[src/rtl/mbx_win_pkg.sv]
package mbx_win_pkg;
  typedef enum logic [1:0] {
    WIN_IDLE  = 2'd0,
    WIN_DELAY = 2'd1,
    WIN_OPEN  = 2'd2
  } win_state_e;

  function automatic int unsigned max_u(int unsigned a, int unsigned b);
    return (a > b) ? a : b;
  endfunction
endpackage

[src/rtl/mbx_ref_sync.sv]
module mbx_ref_sync #(
  parameter int unsigned STAGES = 2
) (
  input  logic clk_i,
  input  logic rst_ni,
  input  logic async_i,
  output logic rise_o
);
  logic [STAGES:0] sh_q;

  always_ff @(posedge clk_i or negedge rst_ni) begin
    if (!rst_ni) sh_q <= '0;
    else         sh_q <= {sh_q[STAGES-1:0], async_i};
  end

  assign rise_o = sh_q[STAGES-1] & ~sh_q[STAGES];


  rise_pulse_chk: assert property (@(posedge clk_i) disable iff (!rst_ni)
    rise_o |=> !rise_o);
endmodule

[src/rtl/mbx_tick_cnt.sv]
module mbx_tick_cnt #(
  parameter int unsigned CW = 6
) (
  input  logic          clk_i,
  input  logic          rst_ni,
  input  logic          clr_i,
  input  logic          inc_i,
  output logic [CW-1:0] cnt_o
);
  always_ff @(posedge clk_i or negedge rst_ni) begin
    if (!rst_ni)    cnt_o <= '0;
    else if (clr_i) cnt_o <= '0;
    else if (inc_i) cnt_o <= cnt_o + CW'(1);
  end
endmodule

[src/rtl/mbx_win_fsm.sv]
module mbx_win_fsm
  import mbx_win_pkg::*;
#(
  parameter int unsigned DELAY_TICKS = 45,
  parameter int unsigned MAX_TICKS   = 50,
  parameter int unsigned CW          = 6
) (
  input  logic          clk_i,
  input  logic          rst_ni,
  input  logic          rise_i,
  input  logic          tick_i,
  input  logic          rel_i,
  input  logic [CW-1:0] cnt_i,
  output logic          cnt_clr_o,
  output logic          cnt_inc_o,
  output logic          grant_no,
  output logic          cut_o
);
  win_state_e state_q, state_d;
  logic cut_d, dly_hit, lim_hit;

  assign dly_hit = tick_i && (cnt_i == CW'(DELAY_TICKS - 1));
  assign lim_hit = tick_i && (cnt_i == CW'(MAX_TICKS - 1));
  assign cnt_inc_o = tick_i && (state_q != WIN_IDLE);

  always_comb begin
    state_d   = state_q;
    cut_d     = cut_o;
    cnt_clr_o = 1'b0;
    unique case (state_q)
      WIN_IDLE: if (rise_i) begin
        state_d   = WIN_DELAY;
        cnt_clr_o = 1'b1;
      end
      WIN_DELAY: if (dly_hit) begin
        state_d   = WIN_OPEN;
        cnt_clr_o = 1'b1;
        cut_d     = 1'b0;
      end
      WIN_OPEN: begin
        if (rel_i) begin
          state_d = WIN_IDLE;
          cut_d   = 1'b0;
        end else if (lim_hit) begin
          state_d = WIN_IDLE;
          cut_d   = 1'b1;
        end
      end
      default: state_d = WIN_IDLE;
    endcase
  end

  always_ff @(posedge clk_i or negedge rst_ni) begin
    if (!rst_ni) begin
      state_q  <= WIN_IDLE;
      grant_no <= 1'b1;
      cut_o    <= 1'b0;
    end else begin
      state_q  <= state_d;
      grant_no <= (state_d != WIN_OPEN);
      cut_o    <= cut_d;
    end
  end


  open_entry_chk: assert property (@(posedge clk_i) disable iff (!rst_ni)
    $fell(grant_no) |-> $past(state_q) == WIN_DELAY);

  win_bound_chk: assert property (@(posedge clk_i) disable iff (!rst_ni)
    (state_q == WIN_OPEN) |-> (cnt_i < CW'(MAX_TICKS)));

  limit_close_chk: assert property (@(posedge clk_i) disable iff (!rst_ni)
    (state_q == WIN_OPEN && lim_hit && !rel_i) |=> grant_no && cut_o);

  edge_ignore_chk: assert property (@(posedge clk_i) disable iff (!rst_ni)
    (state_q == WIN_DELAY && rise_i && !dly_hit) |=> state_q == WIN_DELAY);

  cut_open_chk: assert property (@(posedge clk_i) disable iff (!rst_ni)
    !grant_no |-> !cut_o);

  rel_idle_chk: assert property (@(posedge clk_i) disable iff (!rst_ni)
    (state_q == WIN_DELAY && rel_i && !dly_hit) |=> state_q == WIN_DELAY);
endmodule

[src/rtl/mbx_strobe_gate.sv]
module mbx_strobe_gate #(
  parameter int unsigned NUM_STB = 4
) (
  input  logic               en_i,
  input  logic [NUM_STB-1:0] strb_i,
  output logic [NUM_STB-1:0] oe_o,
  output logic [NUM_STB-1:0] strb_o
);
  for (genvar g = 0; g < NUM_STB; g++) begin : g_lane
    assign oe_o[g]   = en_i;
    assign strb_o[g] = en_i ? strb_i[g] : 1'b1;
  end
endmodule

[src/rtl/mbx_window_gen.sv]
module mbx_window_gen
  import mbx_win_pkg::*;
#(
  parameter int unsigned DELAY_TICKS = 45,
  parameter int unsigned MAX_TICKS   = 50,
  parameter int unsigned NUM_STB     = 4,
  parameter int unsigned SYNC_STAGES = 2
) (
  input  logic               clk_i,
  input  logic               rst_ni,
  input  logic               ref_i,
  input  logic               tick_i,
  input  logic               rel_i,
  input  logic [NUM_STB-1:0] strb_i,
  output logic               grant_no,
  output logic               strb_en_o,
  output logic [NUM_STB-1:0] strb_oe_o,
  output logic [NUM_STB-1:0] strb_o,
  output logic               cut_o
);
  localparam int unsigned CW = $clog2(max_u(DELAY_TICKS, MAX_TICKS) + 1);

  logic          rise, cnt_clr, cnt_inc;
  logic [CW-1:0] cnt;

  mbx_ref_sync #(.STAGES(SYNC_STAGES)) u_sync (
    .clk_i(clk_i), .rst_ni(rst_ni), .async_i(ref_i), .rise_o(rise)
  );

  mbx_tick_cnt #(.CW(CW)) u_cnt (
    .clk_i(clk_i), .rst_ni(rst_ni), .clr_i(cnt_clr), .inc_i(cnt_inc), .cnt_o(cnt)
  );

  mbx_win_fsm #(.DELAY_TICKS(DELAY_TICKS), .MAX_TICKS(MAX_TICKS), .CW(CW)) u_fsm (
    .clk_i(clk_i), .rst_ni(rst_ni), .rise_i(rise), .tick_i(tick_i), .rel_i(rel_i),
    .cnt_i(cnt), .cnt_clr_o(cnt_clr), .cnt_inc_o(cnt_inc),
    .grant_no(grant_no), .cut_o(cut_o)
  );

  assign strb_en_o = ~grant_no;

  mbx_strobe_gate #(.NUM_STB(NUM_STB)) u_gate (
    .en_i(strb_en_o), .strb_i(strb_i), .oe_o(strb_oe_o), .strb_o(strb_o)
  );


  oe_track_chk: assert property (@(posedge clk_i) disable iff (!rst_ni)
    grant_no ? (strb_oe_o == '0) : (&strb_oe_o));

  idle_strb_chk: assert property (@(posedge clk_i) disable iff (!rst_ni)
    grant_no |-> (&strb_o));
endmodule

[config.mk]
export PLATFORM = sky130hd
export DESIGN_NAME = mbx_window_gen
export DESIGN_NICKNAME = d
export VERILOG_FILES = /design/src/rtl/mbx_win_pkg.sv /design/src/rtl/mbx_ref_sync.sv /design/src/rtl/mbx_tick_cnt.sv /design/src/rtl/mbx_win_fsm.sv /design/src/rtl/mbx_strobe_gate.sv /design/src/rtl/mbx_window_gen.sv
export SDC_FILE = /design/constraint.sdc
export NUM_CORES = 1
export LEC_CHECK = 0
export CORE_MARGIN = 5
export CORE_UTILIZATION = 48
export CTS_CLUSTER_SIZE = 25
export DETAILED_ROUTE_END_ITERATION = 6
export PLACE_DENSITY = 0.78
export SETUP_SLACK_MARGIN = 0.05
export SLEW_MARGIN = 30
export SYNTH_ARGS = -nofsm -noshare
export SYNTH_HDL_FRONTEND = slang
export SYNTH_SLANG_ARGS = --single-unit
[constraint.sdc]
create_clock -name clk_i -period 2.54 [get_ports clk_i]
set_clock_uncertainty 0.1 [all_clocks]
set_input_delay 0.508 -clock clk_i [delete_from_list [all_inputs] [get_ports clk_i]]
set_output_delay 0.508 -clock clk_i [all_outputs]
set_load 0.1 [all_outputs]
# == Word-level counts from Yosys, hierarchy flattened ==
# Cells that the tools add are included.
# word_totals
register_bits,13
in_bits,9
out_inout_bits,11
word_cells,42
# op_classes
eq_ne,7
n_reduce_logical,8
bitwise_logic,3
muxes,18
add_sub_neg,1
# ops
cell,count
$eq A6 B6 Y1 const B,2
$mux W6,2
$mux W1,9
$mux W2,4
$add A6 B1 Y6 const B,1
$pmux W2 S3,1
$reduce_bool A2 Y1,3
$pmux W1 S2,2
$logic_and A1 B1 Y1,3
$ne A3 B2 Y1 const B,1
$reduce_and A3 Y1,1
$eq A2 B1 Y1 const B,1
$eq A2 B2 Y1 const B,1
$logic_not A2 Y1,1
$ne A2 B1 Y1 const B,1
$ne A2 B2 Y1 const B,1
$not A1 Y1,2
$and A1 B1 Y1,1

# == Logic depth before layout (Yosys ltp) ==
# depth
ltp_word,6
mapped_depth,6
mapped_depth_nobuf,6

# == Hierarchy ==
# Synthesis repeated with hierarchy kept, for this count alone.
# unflattened
hier_cells,58
hier_area_um2,638.1
# modules_own_cells
module,instances,seq_area_each_um2,area_per_inst_um2,cells_per_inst
mbx_tick_cnt,1,150.1,269.0,24
mbx_win_fsm,1,101.3,221.5,21
mbx_ref_sync,1,75.1,88.8,4
mbx_strobe_gate,1,0.0,55.1,8
mbx_window_gen,1,0.0,3.8,1

# == Worst setup path before layout ==
# Ideal clock, no wire load.
# synth_path
path_kind,register to output
startpoint,reg u_fsm.grant_no
endpoint,out strb_oe_o[0]
path_buffers,1
t_required_ps,1932
path_stages_with_launch,3
arrival_time_ps,1854
slack_ps,78
path_cell_list,dfstp_2 -> inv_1 -> buf_4
# synth_between
elab_chain_cells,1
# synth_lines
item,line,rtl
start: declaration,mbx_win_fsm.sv:16,"output logic grant_no,"
start signal: assignment,mbx_win_fsm.sv:60,grant_no <= (state_d != WIN_OPEN);
$not A1 Y1,mbx_window_gen.sv:40,assign strb_en_o = ~grant_no;
end: declaration,mbx_window_gen.sv:17,"output logic [NUM_STB-1:0] strb_oe_o,"
# No other way between the ends.

# == Worst setup path in the final report ==
# layout_path
startpoint,in strb_i[0]
endpoint,out strb_o[0]
# layout_between
elab_chain_cells,1
# layout_lines
item,line,rtl
start: declaration,mbx_window_gen.sv:14,"input logic [NUM_STB-1:0] strb_i,"
$mux W1,mbx_strobe_gate.sv:11,assign strb_o[g] = en_i ? strb_i[g] : 1'b1;
end: declaration,mbx_window_gen.sv:18,"output logic [NUM_STB-1:0] strb_o,"
# No other way between the ends.

==> results.cfg <==
[setup_path]
cp_data_required_time_ns = 1.93
crit_family = buffers and inverters
crit_fanout = 1
r2r_start = u_cnt.cnt_o[0]
critPathLaunchType = input port
path_cells = clkdlybuf4s50_1, or2_2, buf_12
end_kind = output port
r2r-end = u_cnt.cnt_o[3]
criticalPathCategory = input port to output port
rrSetupSlack_ns = 0.81
crit_start = strb_i[0]
rr_worst_depth = 6
slowest_stage = clkdlybuf4s50_1
critPathBufInv = 2
max_stage_delay_ns = 0.40
cp.arrival_ns = 1.39

[power_and_ir_drop]
swShare_pct = 38.51
p_per_area_nw_per_um2 = 768.3
seq_power_share_pct = 49.1
p_switching_uw = 266.5
p_int_uw = 425.6
pwr-share-comb_pct = 32.6
clkPwrFrac_pct = 18.3
ir_drop_v = 0.0004862
leakagePower_nw = 0.4079

[yosys]
synth_edf_count = 0
syn_area_um2 = 678.2
synth_fp_nets = 79
postSynth.asyncResetShare_pct = 100.0
netlist.area_leader.share_pct = 44.28
synth_area_leaders = dfrtp_1, ha_1, nor2_1, xnor2_1, or2_2
yosys_warnings = 0
synth_area_leader_cell = dfrtp_1
synth_cell_types = 27
yosysSeqAreaShare_pct = 48.15
post_synth.cell_area_avg_um2 = 10.12
netlist_instances = 67
ys_ff_latch = 13
synth_top_flop_cell = dfrtp_1

[final_layout]
fin_nets = 98
regArea_um2 = 326.6
drive_above_1_share_pct = 30.59
fillerInstances = 112
antenna_cells = 0
multiInputGateArea_um2 = 301.5
design_area_um2 = 900.9
fin_util_pct = 68.38
areaGrowthSynthToFinish_pct = 32.84

[timing]
rsz0062_at_grt = false
fin_setup_tns_ns = 0
fin_ws_ns = 0.5444
hold_viol_final = 0
maxSlewHeadroom_pct = 62.07
tightestPinTransition_ns = 0.5672
slew_viol_final = 0
max_freq_mhz = 501.1
post-route-min-period_ns = 1.996
finalCritPeriodShare_pct = 78.57
holdWs_ns = 0.2509
setup_viol = 0

[global_routing]
antenna_found_initial = 0
grt_pass1_vias = 513
gr-total-overflow = 0
grt_pass1_wl_um = 2373
grt_max_degree = 14
grt.total_usage_pct = 15.63

[hold_path]
holdCritStartpoint = u_sync.sh_q[0]
min_to = u_sync.sh_q[1]
hold_class = flip-flop to flip-flop
whs_path_depth = 0

[clocking]
cts_hold_buf = 0
cts-buffers-inserted = 3
cts_tree = done
cts-resized-gates = 0
htreeDepth = 1
path_clk_slew_ns = 0.07
root_buffer = clkbuf_4
post_cts_buffers = 0
clock_path_buffers = 2
cts.sinks = 13
insertion_delay_ns = 0.28

[route]
drt-initial-drc-count = 4
drc = 0
dr.pass1.iters = 4
vias_per_cell = 5.180
wl_per_cell_um = 14.21
finalWirelength_um = 1421
num_vias = 518
antenna_left = 0

[placement]
hpwl_um = 1140
placed_area_um2 = 874.6
portBuffers = 19
gp_congestion = 0.7615
place_ws_ns = 0.4008

[die]
core_um2 = 1318
initial_core_util_pct = 51.47
row_count = 13
die_width_um = 47.59
io_pins = 20
die_area_um2 = 2264
die_height_um = 47.59

[flow_run]
drv_cap = 0

[run_status]
outcome = complete, no violations
==> synthesized netlist by cell type (2+ instances only) <==
master,n
xnor2_1,4
nand3_1,2
or2_2,5
nor2_1,10
nand2_1,4
inv_1,3
buf_4,4
ha_1,3
dfrtp_1,12
nand4_1,2
a21oi_1,2
==> stage by stage <==
stage	std cells	power (mW)
after detailed placement	96	0.5672
after global routing	100	0.7649
after global placement	96	0.5603
after floorplan	67	0.4983
after CTS	100	0.6989
final	100	0.6922
==> how the worst max path moves through the flow <==
stage                                end  depth (start not counted)
after CTS                      strb_o[2]                          3
after global routing           strb_o[0]                          3
after floorplan             strb_oe_o[0]                          2
after global placement    u_cnt.cnt_o[0]                          5
final                          strb_o[0]                          3
after detailed placement  u_cnt.cnt_o[4]                          5
==> flip-flops by register name (all words and copies together), names as in the netlist <==
| name | count |
|---|---|
| u_cnt.cnt_o | 6 |
| u_fsm.grant_no | 1 |
| u_fsm.state_q | 2 |
| u_sync.sh_q | 3 |
| u_fsm.cut_o | 1 |
==> per-layer routing <==
| metal | global-route usage [%] | vias to the layer above | wire length, um |
|---|---|---|---|
| met4 | 5.914 | 0 | 40 |
| met2 | 25.67 | 16 | 739 |
| met5 | 0 | - | 0 |
| met3 | 5.639 | 4 | 101 |
| met1 | 18.78 | 243 | 540 |
| li1 | - | 255 | - |
==> cell families (layout without fill, tap and decap cells) <==
| group | count (synthesis) | in the layout | synth area share, % |
|---|---|---|---|
| compound gates | 8 | 8 | 9.411 |
| xor+xnor | 5 | 5 | 6.457 |
| fa+ha+maj | 3 | 3 | 5.536 |
| buf+inv | 9 | 27 | 7.379 |
| flops | 13 | 13 | 48.16 |
| mux | 1 | 1 | 1.476 |
| simple gates | 28 | 28 | 21.59 |
==> cells in the final DEF (no fill, tap or decap), types with 2 or more instances in the layout <==
cell type	n
a21oi_1	2
buf_12	4
buf_4	7
clkbuf_4	3
clkdlybuf4s50_1	8
dfrtp_1	12
ha_1	3
inv_1	3
nand2_1	4
nand3_1	2
nand4_1	2
nor2_1	10
or2_2	5
xnor2_1	4
==> power groups by stage <==
stage	registers, mW	clock network, mW	logic (mW)
3_3_place_gp	0.341	0	0.219
3_5_place_dp	0.344	0	0.223
4_1_cts	0.341	0.130	0.228
2_1_floorplan	0.325	0	0.173
6_report	0.340	0.127	0.226
5_1_grt	0.352	0.145	0.267
==> final cells by class <==
cell class                      instances  share of cell area (%)
Sequential cell                        13                   36.25
Multi-Input combinational cell         45                   33.47
Timing Repair Buffer                   19                   23.61
Clock buffer                            4                   2.917
Tap cell                               15                   2.083
Inverter                                4                   1.667
Power figures use the tool's default switching activity.
